--- src/rtl/adc_fmt_pkg.sv ---
package adc_fmt_pkg;

    // Which half of a word the byte-serial layout is presenting
    typedef enum logic {
        PH_HIGH = 1'b0,
        PH_LOW  = 1'b1
    } byte_phase_e;

endpackage

--- src/rtl/adc_edge_det.sv ---
module adc_edge_det (
    input  logic clk,
    input  logic rst_n,
    input  logic lvl_i,
    output logic rise_o,
    output logic fall_o
);

    typedef struct packed {
        logic lvl;
    } state_t;

    state_t st_d, st_q;

    always_comb begin
        st_d     = st_q;
        st_d.lvl = lvl_i;
        rise_o   = lvl_i & ~st_q.lvl;
        fall_o   = ~lvl_i & st_q.lvl;
    end

    always_ff @(posedge clk or negedge rst_n) begin
        if (!rst_n) begin
            st_q <= '0;
        end else begin
            st_q <= st_d;
        end
    end

endmodule

--- src/rtl/adc_lat_pipe.sv ---
module adc_lat_pipe #(
    parameter int DATA_W = 14,
    parameter int LAT    = 7
) (
    input  logic              clk,
    input  logic              rst_n,
    input  logic              shift_i,
    input  logic [DATA_W-1:0] din_i,
    output logic [DATA_W-1:0] dout_o
);

    // LAT words in flight plus the word currently presented
    localparam int NSTG = LAT + 1;

    typedef struct packed {
        logic [NSTG-1:0][DATA_W-1:0] stg;
    } state_t;

    state_t st_d, st_q;

    always_comb begin
        st_d = st_q;
        if (shift_i) begin
            st_d.stg[0] = din_i;
            for (int i = 1; i < NSTG; i++) begin
                st_d.stg[i] = st_q.stg[i-1];
            end
        end
        dout_o = st_q.stg[NSTG-1];
    end

    always_ff @(posedge clk or negedge rst_n) begin
        if (!rst_n) begin
            st_q <= '0;
        end else begin
            st_q <= st_d;
        end
    end

endmodule

--- src/rtl/adc_bus_fmt.sv ---
module adc_bus_fmt
    import adc_fmt_pkg::*;
#(
    parameter int DATA_W = 14,
    parameter int HI_W   = 8
) (
    input  logic              clk,
    input  logic              rst_n,
    input  logic              rise_i,
    input  logic              fall_i,
    input  logic              mode_i,
    input  logic              oe_n_i,
    input  logic              port_sel_i,
    input  logic [DATA_W-1:0] word_i,
    output logic [DATA_W-1:0] bus_o,
    output logic [DATA_W-1:0] bus_oe_o,
    output logic              err_o
);

    localparam int LO_W = DATA_W - HI_W;

    typedef struct packed {
        byte_phase_e phase;
        logic        demux;
        logic        drive;
        logic        clash;
        logic        err;
    } state_t;

    state_t st_d, st_q;
    logic   clash_now;
    logic [DATA_W-1:0] hi_view, lo_view;

    always_comb begin
        st_d      = st_q;
        clash_now = ~oe_n_i & port_sel_i;

        if (rise_i) begin
            st_d.phase = PH_HIGH;
        end else if (fall_i) begin
            st_d.phase = PH_LOW;
        end

        st_d.demux = mode_i;
        st_d.drive = ~oe_n_i & ~port_sel_i;
        st_d.clash = clash_now;
        st_d.err   = clash_now & ~st_q.clash;

        hi_view = {word_i[DATA_W-1 -: HI_W], {LO_W{1'b0}}};
        lo_view = {word_i[LO_W-1:0], {HI_W{1'b0}}};

        if (!st_q.drive) begin
            bus_o = '0;
        end else if (!st_q.demux) begin
            bus_o = word_i;
        end else if (st_q.phase == PH_LOW) begin
            bus_o = lo_view;
        end else begin
            bus_o = hi_view;
        end

        bus_oe_o = {DATA_W{st_q.drive}};
        err_o    = st_q.err;
    end

    always_ff @(posedge clk or negedge rst_n) begin
        if (!rst_n) begin
            st_q <= '{phase: PH_HIGH, default: '0};
        end else begin
            st_q <= st_d;
        end
    end

endmodule

--- src/rtl/adc_out_fmt.sv ---
module adc_out_fmt #(
    parameter int DATA_W = 14,
    parameter int HI_W   = 8,
    parameter int LAT    = 7
) (
    input  logic              clk,
    input  logic              rst_n,
    input  logic              adc_clk_i,
    input  logic [DATA_W-1:0] sample_i,
    input  logic              demux_mode_i,
    input  logic              oe_n_i,
    input  logic              port_sel_i,
    output logic [DATA_W-1:0] bus_o,
    output logic [DATA_W-1:0] bus_oe_o,
    output logic              err_o
);

    logic              adc_rise, adc_fall;
    logic [DATA_W-1:0] shown_word;

    adc_edge_det u_edge (
        .clk    (clk),
        .rst_n  (rst_n),
        .lvl_i  (adc_clk_i),
        .rise_o (adc_rise),
        .fall_o (adc_fall)
    );

    adc_lat_pipe #(
        .DATA_W (DATA_W),
        .LAT    (LAT)
    ) u_pipe (
        .clk     (clk),
        .rst_n   (rst_n),
        .shift_i (adc_rise),
        .din_i   (sample_i),
        .dout_o  (shown_word)
    );

    adc_bus_fmt #(
        .DATA_W (DATA_W),
        .HI_W   (HI_W)
    ) u_fmt (
        .clk        (clk),
        .rst_n      (rst_n),
        .rise_i     (adc_rise),
        .fall_i     (adc_fall),
        .mode_i     (demux_mode_i),
        .oe_n_i     (oe_n_i),
        .port_sel_i (port_sel_i),
        .word_i     (shown_word),
        .bus_o      (bus_o),
        .bus_oe_o   (bus_oe_o),
        .err_o      (err_o)
    );

endmodule

--- config.mk ---
export PLATFORM = sky130hd
export DESIGN_NAME = adc_out_fmt
export DESIGN_NICKNAME = d
export VERILOG_FILES = /design/src/rtl/adc_fmt_pkg.sv /design/src/rtl/adc_edge_det.sv /design/src/rtl/adc_lat_pipe.sv /design/src/rtl/adc_bus_fmt.sv /design/src/rtl/adc_out_fmt.sv
export SDC_FILE = /design/constraint.sdc
export NUM_CORES = 1
export LEC_CHECK = 0
export BUFFER_PORTS_ARGS = -buffer_cell sky130_fd_sc_hd__buf_2
export CELL_PAD_IN_SITES_DETAIL_PLACEMENT = 0
export CELL_PAD_IN_SITES_GLOBAL_PLACEMENT = 2
export CORE_UTILIZATION = 25
export CTS_BUF_LIST = sky130_fd_sc_hd__clkbuf_16
export DETAILED_ROUTE_END_ITERATION = 8
export MAX_ROUTING_LAYER = met4
export PLACE_DENSITY_LB_ADDON = 0.2
export SYNTH_ARGS = -nofsm -noshare
export SYNTH_HDL_FRONTEND = slang
export SYNTH_SLANG_ARGS = --single-unit
--- constraint.sdc ---
create_clock -name clk -period 1.8 [get_ports clk]
set_input_delay 0.36 -clock clk [delete_from_list [all_inputs] [get_ports clk]]
set_output_delay 0.36 -clock clk [all_outputs]
set_load 0.01 [all_outputs]
After elaboration in Yosys (flattened, before gate mapping)

Index checks and enable logic that the tools add are counted.

Register bits after elaboration: 118
Input bits: 20
Output and inout bits: 29
Word-level logic and storage cells: 30

Muxes and demuxes: 5
Reduce and logical (&&, ||, !) cells: 1
Bitwise operators: 10

Operator list:

| cell              | number |
|---|---|
| $mux 14           | 3 |
| $and 1x1->1       | 5 |
| $not 1->1         | 5 |
| $mux 1            | 2 |
| $reduce_bool 2->1 | 1 |

Longest topological paths before layout

Depth in word-level cells: 4
Depth in mapped cells: 6
Depth with buffers taken out: 3

Hierarchy

Synthesis repeated with hierarchy kept, for this count alone.

Cell total of the unflattened synthesis: 309
Area total of the unflattened synthesis: 4790.8 um^2

By module, submodules not included:

| module       | cells each | area an instance (um^2) | seq. area each (um^2) | times used |
|---|---|---|---|---|
| adc_lat_pipe | 250        | 4281.6                  | 2802.7                | 1 |
| adc_bus_fmt  | 56         | 469.2                   | 125.1                 | 1 |
| adc_edge_det | 3          | 40.0                    | 25.0                  | 1 |

Worst setup path before layout

No wires, ideal clock.

Kind: register to output
Start point: reg u_fmt.st_q, in the netlist u_fmt.bus_oe_o[0]
End point: out bus_o[12]
Path buffers: 1
Arrival time: 1.230 ns
Setup slack: 0.210 ns
Data required time: 1.440 ns
Stages on the path, launching flop included: 4
Cell sequence: dfrtp_1 > clkbuf_1 > nand2_1 > o21ai_0

Longest elaborated chain between the ends: 1

Ends and longest elaborated chain:

| element                | RTL line          | RTL |
|---|---|---|
| from (decl)            | adc_bus_fmt.sv:30 | `state_t st_d, st_q;` |
| from (signal assigned) | adc_bus_fmt.sv:70 | `st_q <= st_d;` |
| $mux 14                | adc_bus_fmt.sv:52 | `if (!st_q.drive) begin` |
| to (decl)              | adc_out_fmt.sv:13 | `output logic [DATA_W-1:0] bus_o,` |

No other way between the ends.

Final worst setup path

Start point: reg u_fmt.st_q[3] in the netlist's numbering
End point: out bus_o[7]

Longest elaborated chain between the ends: 2

Ends and longest elaborated chain:

| element | RTL line          | RTL |
|---|---|---|
| $mux 14 | adc_bus_fmt.sv:54 | `end else if (!st_q.demux) begin` |
| $mux 14 | adc_bus_fmt.sv:52 |  |

No other way between the ends.

==> results.cfg <==
[clock_tree]
htreeDepth = 4
cts_sinks = 118
tritoncts = done
clk_pin_slew_ns = 0.05
cts_buffer_depth = 2
cts_made_buffers = 17
cts-root-buf = clkbuf_16
clock_latency_ns = 0.40

[timing]
min_period_over_period_pct = 95.6
whs_ns = 0.0744
max_slew_margin_pct = 70.9
setup_viol = 0
worst_pin_slew_ns = 0.437
fmax_mhz = 581
tns_ns = 0
maxSlewViolCount = 0
fin_skew_ns = 0.00604
grt_setup_unrepaired = no
finalHoldViolCount = 0
period_minus_slack_ns = 1.72

[power]
p_int_w = 0.00704
clkPwrFrac_pct = 35.5
p_seq_share_pct = 46.2
p_leak_nw = 2.80
p_sw_share_pct = 23.4
combPwrFrac_pct = 18.3
p_switching_w = 0.00215
p_per_area_nw_per_um2 = 1530
ir_drop_v = 0.000594

[job]
drv_cap = 0

[route]
first_pass_iters = 3
first_iter_violations = 76
wl_mm = 7.86
vias = 2385
wl_per_cell_um = 12.7
routed_via_density = 3.85
drt_drc_violations_left = 0
postRouteAntennaNets = 0

[synthesis]
ys_types = 18
avgSynthCellArea_um2 = 16.6
yosysWarnings = 0
synth_nets = 317
syn_inst = 296
seq_area_frac_synth_pct = 60.2
synth.ff_latch_count = 118
syn_area_um2 = 4910

[cells_and_area]
area_growth_pct = 22.4
n_antenna_cell = 0
layout_commonest_cell = dfrtp_1
layoutNonFillerInstCount = 620
finalNetCount = 369
most-common-layout-cells = 116 x dfrtp_1, 69 x mux2_4, 47 x buf_2
layout-drive-gt1-share_pct = 57.2

[worst_setup_path]
path_class = reg -> out
r2r-end = u_pipe.st_q[15]
required_ns = 1.44
worstSetupStartpoint = u_fmt.st_q[3]
rr_startpoint = u_edge.st_q
cp-start-kind = register
r2r_setup_slack_ns = 0.29
cp_max_fo = 7
reg2reg_depth = 4
cp-end-kind = primary output
cp.arrival_ns = 1.36

[place]
dp_cells = 586
gp_congestion = 0.673
port_buffers = 48
hpwlAfterDp_mm = 5.03

[grt]
grt_max_degree = 46
grtUsageTotal_pct = 9.34
grt_pass1_wl_mm = 13.9
grt_pass1_vias = 2597
antenna_found_initial = 0
grt_overflow = 0

[die]
fp.coreArea_um2 = 19000
rows = 50
start_util_pct = 25.9
die_h_um = 142
die_width_um = 142
io_pins = 49
die_area_um2 = 20200

[min_path]
holdPathStages = 1
hold_path_end = u_fmt.st_q[3]
hold_start = demux_mode_i
hp-class = in -> reg

[run_status]
status = completed
==> per-layer routing <==
metal | global-route usage, % | up-vias | share of wire [%]
li1 | - | 1133 | -
met1 | 12.9 | 1181 | 54
met2 | 11.7 | 65 | 38
met3 | 4.04 | 6 | 6.4
met4 | 3.74 | 0 | 1.1
met5 | - | - | 0
==> metrics by stage <==
step | utilization [%] | cell area (um2) | setup WS, ns | total power, W
finish | 31.7 | 6010 | 0.0794 | 0.00919
global route | 31.7 | 6010 | 0.000104 | 0.00976
CTS | 31.6 | 5990 | 0.00226 | 0.00935
detailed placement | 28.5 | 5400 | 0.225 | 0.00600
global placement | 28.5 | 5400 | 0.249 | 0.00593
floorplan | - | 4910 | 0.210 | 0.00552
==> how the worst max path moves through the flow <==
stage	end	slack, ns	cells after the start
6_report	bus_o[7]	0.08	4
5_1_grt	bus_o[11]	0.0001	4
4_1_cts	bus_o[1]	0.002	3
3_5_place_dp	u_pipe.st_q[14]	0.23	4
3_3_place_gp	u_pipe.st_q[8]	0.25	4
2_1_floorplan	bus_o[12]	0.21	3
==> Yosys cell counts, drive strengths merged <==
cell type | number | share of area [%]
nand4 | 6 | 0.76
and2 | 7 | 0.89
nand2 | 7 | 0.54
o21ai | 6 | 0.61
nor2b | 3 | 0.38
clkbuf | 4 | 0.33
buf | 26 | 4.4
inv | 2 | 0.15
mux2 | 112 | 31
and3 | 2 | 0.25
dfrtp | 118 | 60
mux2i | 1 | 0.20
ha | 1 | 0.25
nor2 | 1 | 0.076
==> what timing repair did <==
action / 4_1_cts / 5_1_grt
gates cloned: 0 / 0
resized for setup: 8 / 4
endpoints found under the hold margin: 85 / 0
setup buffers: 1 / 1
endpoints found under the setup margin: 12 / 12
hold buffers: 1 / 0
==> final cells by class <==
type,instances,area [um2]
Clock inverter,14,145
Inverter,2,7.51
Clock buffer,17,425
Timing Repair Buffer,63,408
Multi-Input combinational cell,146,1740
Sequential cell,118,2960
Fill cell,1894,12900
Tap cell,260,325
==> worst max-delay path, stage by stage (launching register included) <==
cell and delay [ns]:
dfrtp_2 0.42, buf_4 0.16, nand2_1 0.08, and3_4 0.18, buf_2 0.12
==> flip-flops by register name, indices dropped and copies added, names as in the netlist <==
name / count
u_fmt.bus_oe_o: 1
u_pipe.st_q: 98
u_pipe.dout_o: 14
u_edge.st_q: 1
u_fmt.err_o: 1
u_fmt.st_q: 3
==> power by group through the flow <==
stage | Sequential, W | Clock, W | Combinational (W)
2_1_floorplan | 0.00405 | 0 | 0.00147
3_3_place_gp | 0.00429 | 0 | 0.00164
3_5_place_dp | 0.00432 | 0 | 0.00168
4_1_cts | 0.00428 | 0.00337 | 0.00170
5_1_grt | 0.00441 | 0.00352 | 0.00183
6_report | 0.00425 | 0.00326 | 0.00168
==> logic make-up (layout without fill, tap and decap cells) <==
logic type / after synthesis / after routing / share of synthesized area (%)
buffers and inverters: 32 / 96 / 4.87
and+or+nand+nor: 26 / 26 / 2.91
AOI/OAI and AO/OA: 6 / 6 / 0.612
adders and majority gates: 1 / 1 / 0.255
DFF: 118 / 118 / 60.2
muxes: 113 / 113 / 31.2
No activity file was read; power rests on OpenSTA's default activity.
